File: config.mk
export PLATFORM = sky130hd
export DESIGN_NAME = cpu_runctl
export DESIGN_NICKNAME = d
export VERILOG_FILES = /design/src/rtl/cpu_runctl_pkg.sv /design/src/rtl/cpu_runctl_ctl.sv /design/src/rtl/cpu_runctl_fsm.sv /design/src/rtl/cpu_runctl_flags.sv /design/src/rtl/cpu_runctl.sv
export SDC_FILE = /design/constraint.sdc
export NUM_CORES = 1
export LEC_CHECK = 0
export BUFFER_PORTS_ARGS = -buffer_cell sky130_fd_sc_hd__buf_2
export CELL_PAD_IN_SITES_DETAIL_PLACEMENT = 0
export CELL_PAD_IN_SITES_GLOBAL_PLACEMENT = 2
export CORE_UTILIZATION = 23
export DETAILED_ROUTE_END_ITERATION = 8
export PLACE_DENSITY = 0.84
export SETUP_SLACK_MARGIN = 0.2
export SYNTH_ARGS = -nofsm -noshare
export SYNTH_HDL_FRONTEND = slang
export SYNTH_SLANG_ARGS = --single-unit
export TNS_END_PERCENT = 50
File: constraint.sdc
create_clock -name clk -period 2.42 [get_ports clk]
set_clock_uncertainty 0.2 [all_clocks]
set_input_delay 0.121 -clock clk [delete_from_list [all_inputs] [get_ports clk]]
set_output_delay 0.121 -clock clk [all_outputs]
set_load 0.01 [all_outputs]
File: src/rtl/cpu_runctl_pkg.sv
package cpu_runctl_pkg;
  typedef enum logic [1:0] {
    RC_RUN    = 2'd0,
    RC_HPEND  = 2'd1,
    RC_HALTED = 2'd2,
    RC_STEP   = 2'd3
  } rc_state_e;

  // control bit positions
  localparam int CB_HALT  = 0;
  localparam int CB_RUN   = 1;
  localparam int CB_STEP  = 2;
  localparam int CB_BRKEN = 3;
  localparam int CB_FRZ   = 4;
  localparam int CB_BOR   = 5;
  localparam int CB_RST   = 6;
  localparam int CB_LO    = CB_BRKEN;
  localparam int CB_NPER  = CB_RST - CB_BRKEN + 1;

  // status bit positions
  localparam int SB_HALTED = 0;
  localparam int SB_RST    = 2;
  localparam int SB_BRK    = 3;
endpackage

File: src/rtl/cpu_runctl_ctl.sv
module cpu_runctl_ctl
  import cpu_runctl_pkg::*;
(
  input  logic              clk,
  input  logic              rst_n,
  input  logic              wr_en,
  input  logic [CB_RST:0]   wdata,
  output logic [CB_NPER-1:0] persist,
  output logic              req_halt,
  output logic              req_run,
  output logic              req_step
);
  logic [CB_NPER-1:0] persist_d;

  always_comb begin
    persist_d = persist;
    if (wr_en) persist_d = wdata[CB_RST:CB_LO];
  end

  always_ff @(posedge clk or negedge rst_n) begin
    if (!rst_n) persist <= '0;
    else if (wr_en) persist <= persist_d;
  end

  assign req_halt = wr_en & wdata[CB_HALT];
  assign req_run  = wr_en & wdata[CB_RUN];
  assign req_step = wr_en & wdata[CB_STEP];
endmodule

File: src/rtl/cpu_runctl_fsm.sv
module cpu_runctl_fsm
  import cpu_runctl_pkg::*;
(
  input  logic      clk,
  input  logic      rst_n,
  input  logic      rst_eff,
  input  logic      rst_release,
  input  logic      bor_en,
  input  logic      brk_hit,
  input  logic      req_halt,
  input  logic      req_run,
  input  logic      req_step,
  input  logic      boundary,
  output rc_state_e state
);
  rc_state_e state_d;
  logic      in_flight;

  assign in_flight = (state == RC_HPEND) || (state == RC_STEP);

  always_comb begin
    state_d = state;
    if (rst_eff)
      state_d = RC_RUN;
    else if (rst_release)
      state_d = bor_en ? RC_HALTED : RC_RUN;
    else if (brk_hit)
      state_d = RC_HALTED;
    else if (req_halt)
      state_d = (state == RC_HALTED || boundary) ? RC_HALTED : RC_HPEND;
    else if (req_run)
      state_d = RC_RUN;
    else if (req_step && state == RC_HALTED)
      state_d = RC_STEP;
    else if (boundary && in_flight)
      state_d = RC_HALTED;
  end

  always_ff @(posedge clk or negedge rst_n) begin
    if (!rst_n) state <= RC_RUN;
    else        state <= state_d;
  end
endmodule

File: src/rtl/cpu_runctl_flags.sv
module cpu_runctl_flags (
  input  logic clk,
  input  logic rst_n,
  input  logic set_rst,
  input  logic set_brk,
  input  logic clr_rst,
  input  logic clr_brk,
  output logic rst_flag,
  output logic brk_flag
);
  logic rst_flag_d, brk_flag_d;

  // a set in the same cycle as a clear wins
  always_comb begin
    rst_flag_d = set_rst | (rst_flag & ~clr_rst);
    brk_flag_d = set_brk | (brk_flag & ~clr_brk);
  end

  always_ff @(posedge clk or negedge rst_n) begin
    if (!rst_n) begin
      rst_flag <= 1'b0;
      brk_flag <= 1'b0;
    end else begin
      rst_flag <= rst_flag_d;
      brk_flag <= brk_flag_d;
    end
  end
endmodule

File: src/rtl/cpu_runctl.sv
module cpu_runctl
  import cpu_runctl_pkg::*;
#(
  parameter int DW        = 16,
  parameter int AW        = 1,
  parameter int CTL_ADDR  = 0,
  parameter int STAT_ADDR = 1
) (
  input  logic          clk,
  input  logic          rst_n,
  input  logic          bus_wr,
  input  logic [AW-1:0] bus_addr,
  input  logic [DW-1:0] bus_wdata,
  output logic [DW-1:0] bus_rdata,
  input  logic          cpu_boundary,
  input  logic          cpu_swbrk,
  input  logic          cpu_puc,
  output logic          cpu_halt_req,
  output logic          cpu_step_en,
  output logic          cpu_freeze,
  output logic          cpu_reset
);
  localparam logic [AW-1:0] A_CTL  = AW'(CTL_ADDR);
  localparam logic [AW-1:0] A_STAT = AW'(STAT_ADDR);

  logic               ctl_wr, stat_wr;
  logic [CB_NPER-1:0] persist;
  logic               req_halt, req_run, req_step;
  logic               brk_en, bor_en;
  logic               rst_eff, rst_eff_q, rst_release, brk_hit;
  logic               rst_flag, brk_flag, st_halted;
  rc_state_e          state;

  assign ctl_wr  = bus_wr && (bus_addr == A_CTL);
  assign stat_wr = bus_wr && (bus_addr == A_STAT);

  cpu_runctl_ctl u_ctl (
    .clk      (clk),
    .rst_n    (rst_n),
    .wr_en    (ctl_wr),
    .wdata    (bus_wdata[CB_RST:0]),
    .persist  (persist),
    .req_halt (req_halt),
    .req_run  (req_run),
    .req_step (req_step)
  );

  assign brk_en     = persist[CB_BRKEN-CB_LO];
  assign bor_en     = persist[CB_BOR-CB_LO];
  assign cpu_freeze = persist[CB_FRZ-CB_LO];
  assign cpu_reset  = persist[CB_RST-CB_LO];

  assign rst_eff = cpu_reset | cpu_puc;

  always_ff @(posedge clk or negedge rst_n) begin
    if (!rst_n) rst_eff_q <= 1'b0;
    else        rst_eff_q <= rst_eff;
  end

  assign rst_release = rst_eff_q & ~rst_eff;
  assign brk_hit     = cpu_swbrk & brk_en & ~rst_eff;

  cpu_runctl_fsm u_fsm (
    .clk         (clk),
    .rst_n       (rst_n),
    .rst_eff     (rst_eff),
    .rst_release (rst_release),
    .bor_en      (bor_en),
    .brk_hit     (brk_hit),
    .req_halt    (req_halt),
    .req_run     (req_run),
    .req_step    (req_step),
    .boundary    (cpu_boundary),
    .state       (state)
  );

  cpu_runctl_flags u_flags (
    .clk      (clk),
    .rst_n    (rst_n),
    .set_rst  (rst_eff),
    .set_brk  (brk_hit),
    .clr_rst  (stat_wr & bus_wdata[SB_RST]),
    .clr_brk  (stat_wr & bus_wdata[SB_BRK]),
    .rst_flag (rst_flag),
    .brk_flag (brk_flag)
  );

  assign st_halted    = (state == RC_HALTED);
  assign cpu_halt_req = (state == RC_HALTED) || (state == RC_HPEND);
  assign cpu_step_en  = (state == RC_STEP);

  always_comb begin
    bus_rdata = '0;
    if (bus_addr == A_CTL) begin
      bus_rdata[CB_RST:CB_LO] = persist;
    end else if (bus_addr == A_STAT) begin
      bus_rdata[SB_HALTED] = st_halted;
      bus_rdata[SB_RST]    = rst_flag;
      bus_rdata[SB_BRK]    = brk_flag;
    end
  end
endmodule

==> out/results.txt, run 1 <==
The flow ran to the end, and the final reports show no timing, DRC or antenna violations. Fraction of layout instances using a drive strength above 1: 0.347. The worst hold path passes through 4 cells.

After layout, the design draws a total of 0.418 mW. The post-synthesis sequential area ratio was 0.367. The post-route clock period utilization works out to 0.680. The kind of cell with the highest combined delay on the critical path is buffers and inverters. The tools report the leakage power figure as 0.411 nW. For the number of remaining DRC errors, the log shows 0. Cell taking the most area after synthesis: sky130_fd_sc_hd__dfrtp_1.

After detailed routing, the wire length on met1 is 509 µm. The worst register-to-register path has a depth of 5. The launching point of the worst reg2reg path is u_fsm.state[0]$_DFFE_PN0P_.

The run gives 0.245 as the initial core utilization. The number of gates resized after CTS was 0. For the iteration count of the initial detailed-routing pass, the log shows 1. The remaining global-route overflow was 0; the routed via count divided by cell count was 4.16.

The per-instance average area after synthesis is 9.89 µm². The setup total negative slack is 0 ns, and the clock input transition at the sequential cells of the worst setup and hold paths is 0.07 ns. The total length of routed met2 wires was 678 µm. In this run the worst setup path begins at cpu_puc. The clock tree buffer depth is 2, and the final antenna diode count is 0. The area of the core is 2500 µm². The total global-route track usage is 0.102, and the power per cell area is 505 nW/µm². In the layout the commonest cells are 23 x sky130_fd_sc_hd__buf_2, 10 x sky130_fd_sc_hd__conb_1, 9 x sky130_fd_sc_hd__dfrtp_1. The slowest stage of the critical path belongs to the cell sky130_fd_sc_hd__dlygate4sd3_1. The leading cell type in the layout, fill and taps excluded was sky130_fd_sc_hd__buf_2. The initial antenna violation count was 0; the time the final worst path needs with I/O delays and setup was 1.64 ns.

Hold path startpoint: bus_wr. The largest single stage delay on the critical path is 0.55 ns. For the number of nets at the end of the flow, the log shows 122. The netlist uses 23 different library cells.

The run gives 62 as the post-synthesis instance total. The maximum clock frequency is 608 MHz. The first global-routing pass estimated 2.06 mm of wire. In the final routed layout, each cell accounts on average for 10.1 µm. The tools report the final hold violation count as 0. Max-cap violations in this run came to 0.

The worst setup path is launched from an input pin. The floorplan step defined a die boundary enclosing 2880 µm². Site row count: 18. The synthesis-to-layout area growth works out to 34.9%.

Before CTS, the worst setup slack after placement is 0.812 ns. For the final setup violation count, the log shows 0. Number of global-route vias before repair: 509. Wire length after detailed routing: 1.27 mm. STA puts the critical path data arrival time at 1.60 ns. In this run the remaining antenna-violating nets after routing total 0. The min-delay analysis places its worst path in the category in -> reg. Walking the worst path, the cells encountered are dlygate4sd3_1 -> buf_2 -> nor2_1 -> nand2_1 -> dlygate4sd3_1. The die is 53.6 µm tall. The routed length on met3 was 77 µm. The critical path contains buffers and inverters numbering 3 combined. TritonCTS built the clock tree.

Setup repair after global routing left no endpoint under its margin. STA classifies the critical path endpoint as a register. In this run, the number of DRC markers left after iteration 0 of detailed routing was 0. For flop-to-flop paths, the worst setup slack is 0.80 ns. The routed layout has 520 vias.

The HPWL after detailed placement was 1.06 mm; the clock latency of the later-clocked register in the worst-skew pair was 0.26 ns. After synthesis, the cell types taking the most area are sky130_fd_sc_hd__dfrtp_1 37%, sky130_fd_sc_hd__buf_4 12%, sky130_fd_sc_hd__mux2_2 9.2%, sky130_fd_sc_hd__ha_1 6.1%, sky130_fd_sc_hd__a2111oi_4 4.5%. The floorplan step set the die width to 53.6 µm. In this run the worst path has a maximum fanout of 3. The post-CTS setup-driven buffer insertion count was 0.

The worst setup path is of the in -> reg kind. The tree is rooted in a sky130_fd_sc_hd__clkbuf_4. The Yosys step of the flow raised 0 warnings. For this design the top-level I/O count stands at 43. The H-tree depth is 1, and the number of slew-limit violations in the final report is 0. In this run the tool buffered the top-level ports with 23 buffer cells. The number of buffers inserted for hold repair after clock tree synthesis was 8; the clock sink count was 9. At the end of routability-driven placement, the weighted congestion stood at 0.757. The tools report the worst path required time as 2.37 ns. IR analysis of the VDD net gives a maximum drop of 341 µV. Summing every instance area after synthesis gives 613 µm². Portion of synthesized cell area occupied by the leading cell type: 0.367. Cell occurring most often along the worst timing path: sky130_fd_sc_hd__dlygate4sd3_1. The post-synthesis sequential element count was 9.

The critical path depth in cells was 5. Counting the buffers created by CTS gives 3. Setup slack closes at 0.775 ns. Entering global routing, the biggest net connects 12 pins. After detailed routing, no signal wire sits above met3.
## synthesized netlist by cell type, drive strengths merged
library cell  number
mux2               5
buf               11
a2bb2oi            1
nand2              5
and3b              1
a211oi             1
o211ai             1
a2111oi            1
nor2b              4
dfrtp              9
o22ai              1
inv                5
nand3              2
mux2i              1
a311o              1
o311ai             1
and2               2
o21ai              3
conb               1
nor3b              1
nor2               2
ha                 3
## flip-flops by register name (all words and copies together), names as in the netlist
name,cells
u_flags.brk_flag,1
u_fsm.state,2
rst_eff_q,1
u_ctl.persist,4
u_flags.rst_flag,1
## routing by layer
| metal | up-vias | global-route usage |
|---|---|---|
| li1 | 257 | - |
| met3 | 0 | 0.0339 |
| met2 | 14 | 0.185 |
| met5 | - | 0 |
| met4 | 0 | 0.0263 |
| met1 | 249 | 0.112 |
## worst register-to-register path, delay by kind of cell, from the launching register on
family / cells / cell delay, ns
AOI/OAI and AO/OA: 2 / 0.43
adders and majority gates: 1 / 0.18
buffers and inverters: 1 / 0.08
DFF: 1 / 0.40
muxes: 1 / 0.24
## stage by stage
stage,hold WS [ns],util,area (µm²),instances
3_3_place_gp,-0.213,0.288,719,113
2_1_floorplan,-0.375,-,647,71
3_5_place_dp,-0.215,0.288,719,113
4_1_cts,0.0108,0.331,827,125
5_1_grt,0.0421,0.331,827,125
6_report,0.00384,0.331,827,125
## logic make-up (layout without fill, tap and decap cells)
logic type	Yosys count	in the layout	synth area share
AOI/OAI and AO/OA	10	10	0.149
buffers and inverters	16	40	0.161
other	1	10	0.00612
and+or+nand+nor	17	17	0.147
adders and majority gates	3	3	0.0612
muxes	6	6	0.108
DFF	9	9	0.367
## report_power, final
group          internal (mW)  switching [mW]  leakage, nW
Clock                 0.0609          0.0573       0.0177
Sequential             0.169          0.0185        0.106
Combinational         0.0569          0.0557        0.287
## final timing paths
kind                                                endpoint
worst min register to register    u_flags.brk_flag$_DFF_PN0_
max in group asynchronous       u_ctl.persist[1]$_DFFE_PN0N_
worst min-delay path              u_flags.brk_flag$_DFF_PN0_
min in group asynchronous         u_flags.rst_flag$_DFF_PN0_
worst max-delay path              u_flags.rst_flag$_DFF_PN0_
worst max register to register    u_fsm.state[1]$_DFFE_PN0P_
## cell type report
type                    instances  area [µm²]
well taps                      30        37.5
inverters                       5        18.8
clock inverters                 1        5.00
clock buffers                   3        22.5
multi-input cells              46         323
fillers                       281        1670
flip-flops and latches          9         225
repair buffers                 31         195
Power figures use the tool's default switching activity.
==> run 2, diff against run 1 <==
Settings changed: CORE_UTILIZATION 23 to 21, PLACE_DENSITY 0.84 to 0.78.
Clock period 2.42 ns to 1.6 ns, I/O delays scaled along.
==> run 2 against run 1 <==
The flow now finishes with violations (negative hold slack); wire length increased by 5.0%; non-clock buffer count did not move; setup slack got worse by 0.66 ns; global-route usage fell by 0.60 points; hold slack lost 0.093 ns; largest cell class unchanged; final area up 2.7%; first-iteration DRC count grew 9; die area increased by 9.2%; core utilization down 2.3 points; sequential power rose by 52%; combinational power increased by 58%; critical endpoint is now u_fsm.state[1]$_DFFE_PN0P_; clock power increased by 45%.
==> out/results.txt, run 2 (synthesized netlist as in run 1, its figures left out) <==
The setup total negative slack came out at 0 ns (unchanged). The part of the total power dissipated in the clock network came out at 0.270 (-0.013). The run finished, with violations left. Clock input transition at the sequential cells of the worst setup and hold paths: 0.06 ns (about the same). The largest registers in the layout are u_ctl.persist: 4 flops, u_fsm.state: 2 flops. Ranked by flip-flop count, first place goes to u_ctl.persist.

The startpoint identified for the worst register-to-register timing path is u_fsm.state[0]$_DFFE_PN0P_. The area enclosed by the die boundary was 3140 µm² (+9.2%); the time the final worst path needs with I/O delays and setup was 1.48 ns. The largest net degree at the start of global routing came out at 12 (unchanged). In the layout the commonest cells are 23 x sky130_fd_sc_hd__buf_2, 10 x sky130_fd_sc_hd__conb_1, 9 x sky130_fd_sc_hd__dfrtp_1. Leaving out fill and tap cells, the most frequent cell in the layout is sky130_fd_sc_hd__buf_2. The worst path required time was 1.58 ns (-0.79 ns). The total clock buffers created by CTS came out at 3 (unchanged). Number of nets at the end of the flow: 122 (unchanged).

The number of flip-flops under the largest register name is 4 (unchanged). The height of the die works out to 56.0 µm (+4.5%). The buffer cell driving the clock tree root is sky130_fd_sc_hd__clkbuf_4.

Kind of cell with the highest combined delay on the critical path: flip-flops. The tools report the leakage power figure as 0.413 nW (+0.56%). The cell count of the worst hold path is 3 (-1). The worst setup path is launched from a register. The post-route cell area was 850 µm² (+2.7%); the site row count was 19 (+1).

The tools report the area of the core as 2760 µm² (+10%). Delay contributed by the slowest stage of the critical path: 0.41 ns (-0.14 ns). The overall power was 0.634 mW (+52%). The post-route clock period utilization is 0.926.

The worst setup path is of the reg -> reg kind. The tools report the number of slew-limit violations in the final report as 0 (unchanged). The width of the die is 56.0 µm (+4.5%). The number of global-route vias before repair was 542 (+6.5%); the number of buffers added on ports was 23 (unchanged).

The cell-internal power was 0.441 mW (+54%); the power per cell area was 746 nW/µm² (+48%). The tools report the iteration-0 DRC count of the detailed router as 9 (+9). Fraction of power consumed by sequential logic: 0.450 (+0.002). The number of cells traversed by the worst register-to-register path works out to 5 (unchanged). The tools report the final antenna diode count as 0 (unchanged). The tools report the critical path endpoint category as a register. TritonCTS built the clock tree. The endpoint of the worst-slack reg-to-reg timing path is u_fsm.state[1]$_DFFE_PN0P_.

The H-tree depth is 1 (unchanged), and the maximum fanout encountered on the critical timing path is 4 (+1). The total global-route track usage came out at 0.0958 (-0.00601). The logs give 0.222 (-0.0229) for the initial core utilization and -0.0892 ns (-0.0930 ns) for the hold slack.

The logs give 4 (+3) for the iteration count of the initial detailed-routing pass and 465 µV (+36%) for the largest voltage drop on the vdd net. Part of the power in combinational logic: 0.281 (+0.012). The logs give 541 (+4.0%) for the overall via count from detail_route and 7 (-1) for the number of buffers inserted for hold repair after clock tree synthesis. The fraction of layout instances using a drive strength above 1 was 0.389 (+0.0421).

Setup repair after global routing could not meet its margin everywhere. The routed via count divided by cell count works out to 4.29 (+3.2%). The standard cell with the maximum stage delay on the critical path was sky130_fd_sc_hd__dfrtp_1. In this run the worst hold path is classified as in -> reg. The tools report the clock sink count as 9 (unchanged). The per-cell routed wire length was 10.5 µm (+4.1%). For the final non-filler cell total, the log shows 126 (+0.80%).

The logs give 0.12 ns (-0.68 ns) for the register-to-register setup slack and 2 (unchanged) for the clock tree buffer depth. The critical path goes through inv_2 -> ha_4 -> a211oi_2 -> o311ai_2 -> mux2i_1. The area growth from synthesis to layout is 38.6%. The number of placed I/O pins was 43 (unchanged).

In this run the most critical hold path is launched from cpu_puc. The clock latency of the later-clocked register in the worst-skew pair was 0.25 ns (about the same). The number of remaining DRC errors is 0 (unchanged), and the number of buffer and inverter instances along the worst setup path is 1 (-2).

The tools report the remaining antenna violation count as 0 (unchanged). The net switching share of the total power works out to 0.305 (-0.0100). The run gives 2.31 mm (+12%) as the global-route wire length before repair.

The count of placed standard cells including taps is 114 (+0.88%), and the remaining global-route overflow is 0 (unchanged). The maximum clock frequency was 675 MHz. The final hold violation count came out at 3 (+3). Final setup violation count: 0 (unchanged). The checks that failed: negative hold slack.

Wire length after detailed routing: 1.33 mm (+5.0%). The HPWL after detailed placement came out at 1.06 mm (+0.57%). The total of max-cap violations was 0 (unchanged). The endpoint arrival time on the critical path was 1.46 ns (-0.14 ns). For the post-detailed-placement cell area, the log shows 736 µm² (+2.3%). The run gives 0.193 mW (+47%) as the switching power. The initial antenna violation count was 0 (unchanged).

Worst-case hold path end point: u_flags.rst_flag$_DFF_PN0_. The run gives 0.772 (+1.9%) as the last weighted congestion value of the routability-driven placer.
-- run 2: changes by cell type in the layout (fill, tap and decap cells not counted), sizes merged --
cell	delta
buf	+1
clkinv	-1
clkbuf	+1
dlygate4sd3	-1
-- run 2: stage by stage --
step / setup slack, ns / utilization / hold WS, ns
2_1_floorplan: 0.127 / - / -0.416
3_3_place_gp: 0.0493 / 0.267 / -0.254
3_5_place_dp: 0.0214 / 0.267 / -0.254
4_1_cts: 0.106 / 0.308 / -0.0985
5_1_grt: 0.0331 / 0.308 / -0.0897
6_report: 0.119 / 0.308 / -0.0892
-- run 2: power groups by stage --
stage | clock, mW | sequential (mW) | combinational [mW]
finish | 0.171 | 0.285 | 0.178
global route | 0.200 | 0.290 | 0.198
CTS | 0.180 | 0.285 | 0.181
detailed placement | 0 | 0.288 | 0.164
global placement | 0 | 0.286 | 0.162
floorplan | 0 | 0.285 | 0.114
-- run 2: final cells by class --
class	count	area (µm²)
multi-input cells	46	348
flip-flops and latches	9	225
fillers	310	1910
well taps	31	38.8
repair buffers	31	193
inverters	5	18.8
clock buffers	4	26.3
-- run 2: metal layers --
layer  routed length [µm]  GRT usage
met2                  623      0.156
met1                  603      0.115
met5                    0          0
met3                  101     0.0442
met4                    0     0.0209
-- run 2: worst max-delay path by stage --
stage                                    start                          to  slack [ns]  cells after the start
floorplan           u_fsm.state[0]$_DFFE_PN0P_  u_fsm.state[1]$_DFFE_PN0P_        0.13                      5
global placement    u_fsm.state[0]$_DFFE_PN0P_  u_fsm.state[1]$_DFFE_PN0P_        0.05                      5
detailed placement  u_fsm.state[0]$_DFFE_PN0P_  u_fsm.state[1]$_DFFE_PN0P_        0.02                      5
CTS                 u_fsm.state[0]$_DFFE_PN0P_  u_fsm.state[1]$_DFFE_PN0P_        0.11                      5
global route        u_fsm.state[0]$_DFFE_PN0P_  u_fsm.state[0]$_DFFE_PN0P_        0.03                      5
finish              u_fsm.state[0]$_DFFE_PN0P_  u_fsm.state[1]$_DFFE_PN0P_        0.12                      5
-- run 2: worst reg2reg max path, stage by stage (launching register included) --
cell	delay (ns)
sky130_fd_sc_hd__dfrtp_1	0.41
sky130_fd_sc_hd__inv_2	0.09
sky130_fd_sc_hd__ha_4	0.15
sky130_fd_sc_hd__a211oi_2	0.07
sky130_fd_sc_hd__o311ai_2	0.27
sky130_fd_sc_hd__mux2i_1	0.22
-- run 2: timing repair --
action / in CTS / in global routing
setup buffers: 1 / 0
pin swaps: 1 / 0
setup endpoints to repair: 5 / 5
endpoints found under the hold margin: 18 / 3
gates resized for setup: 3 / 0
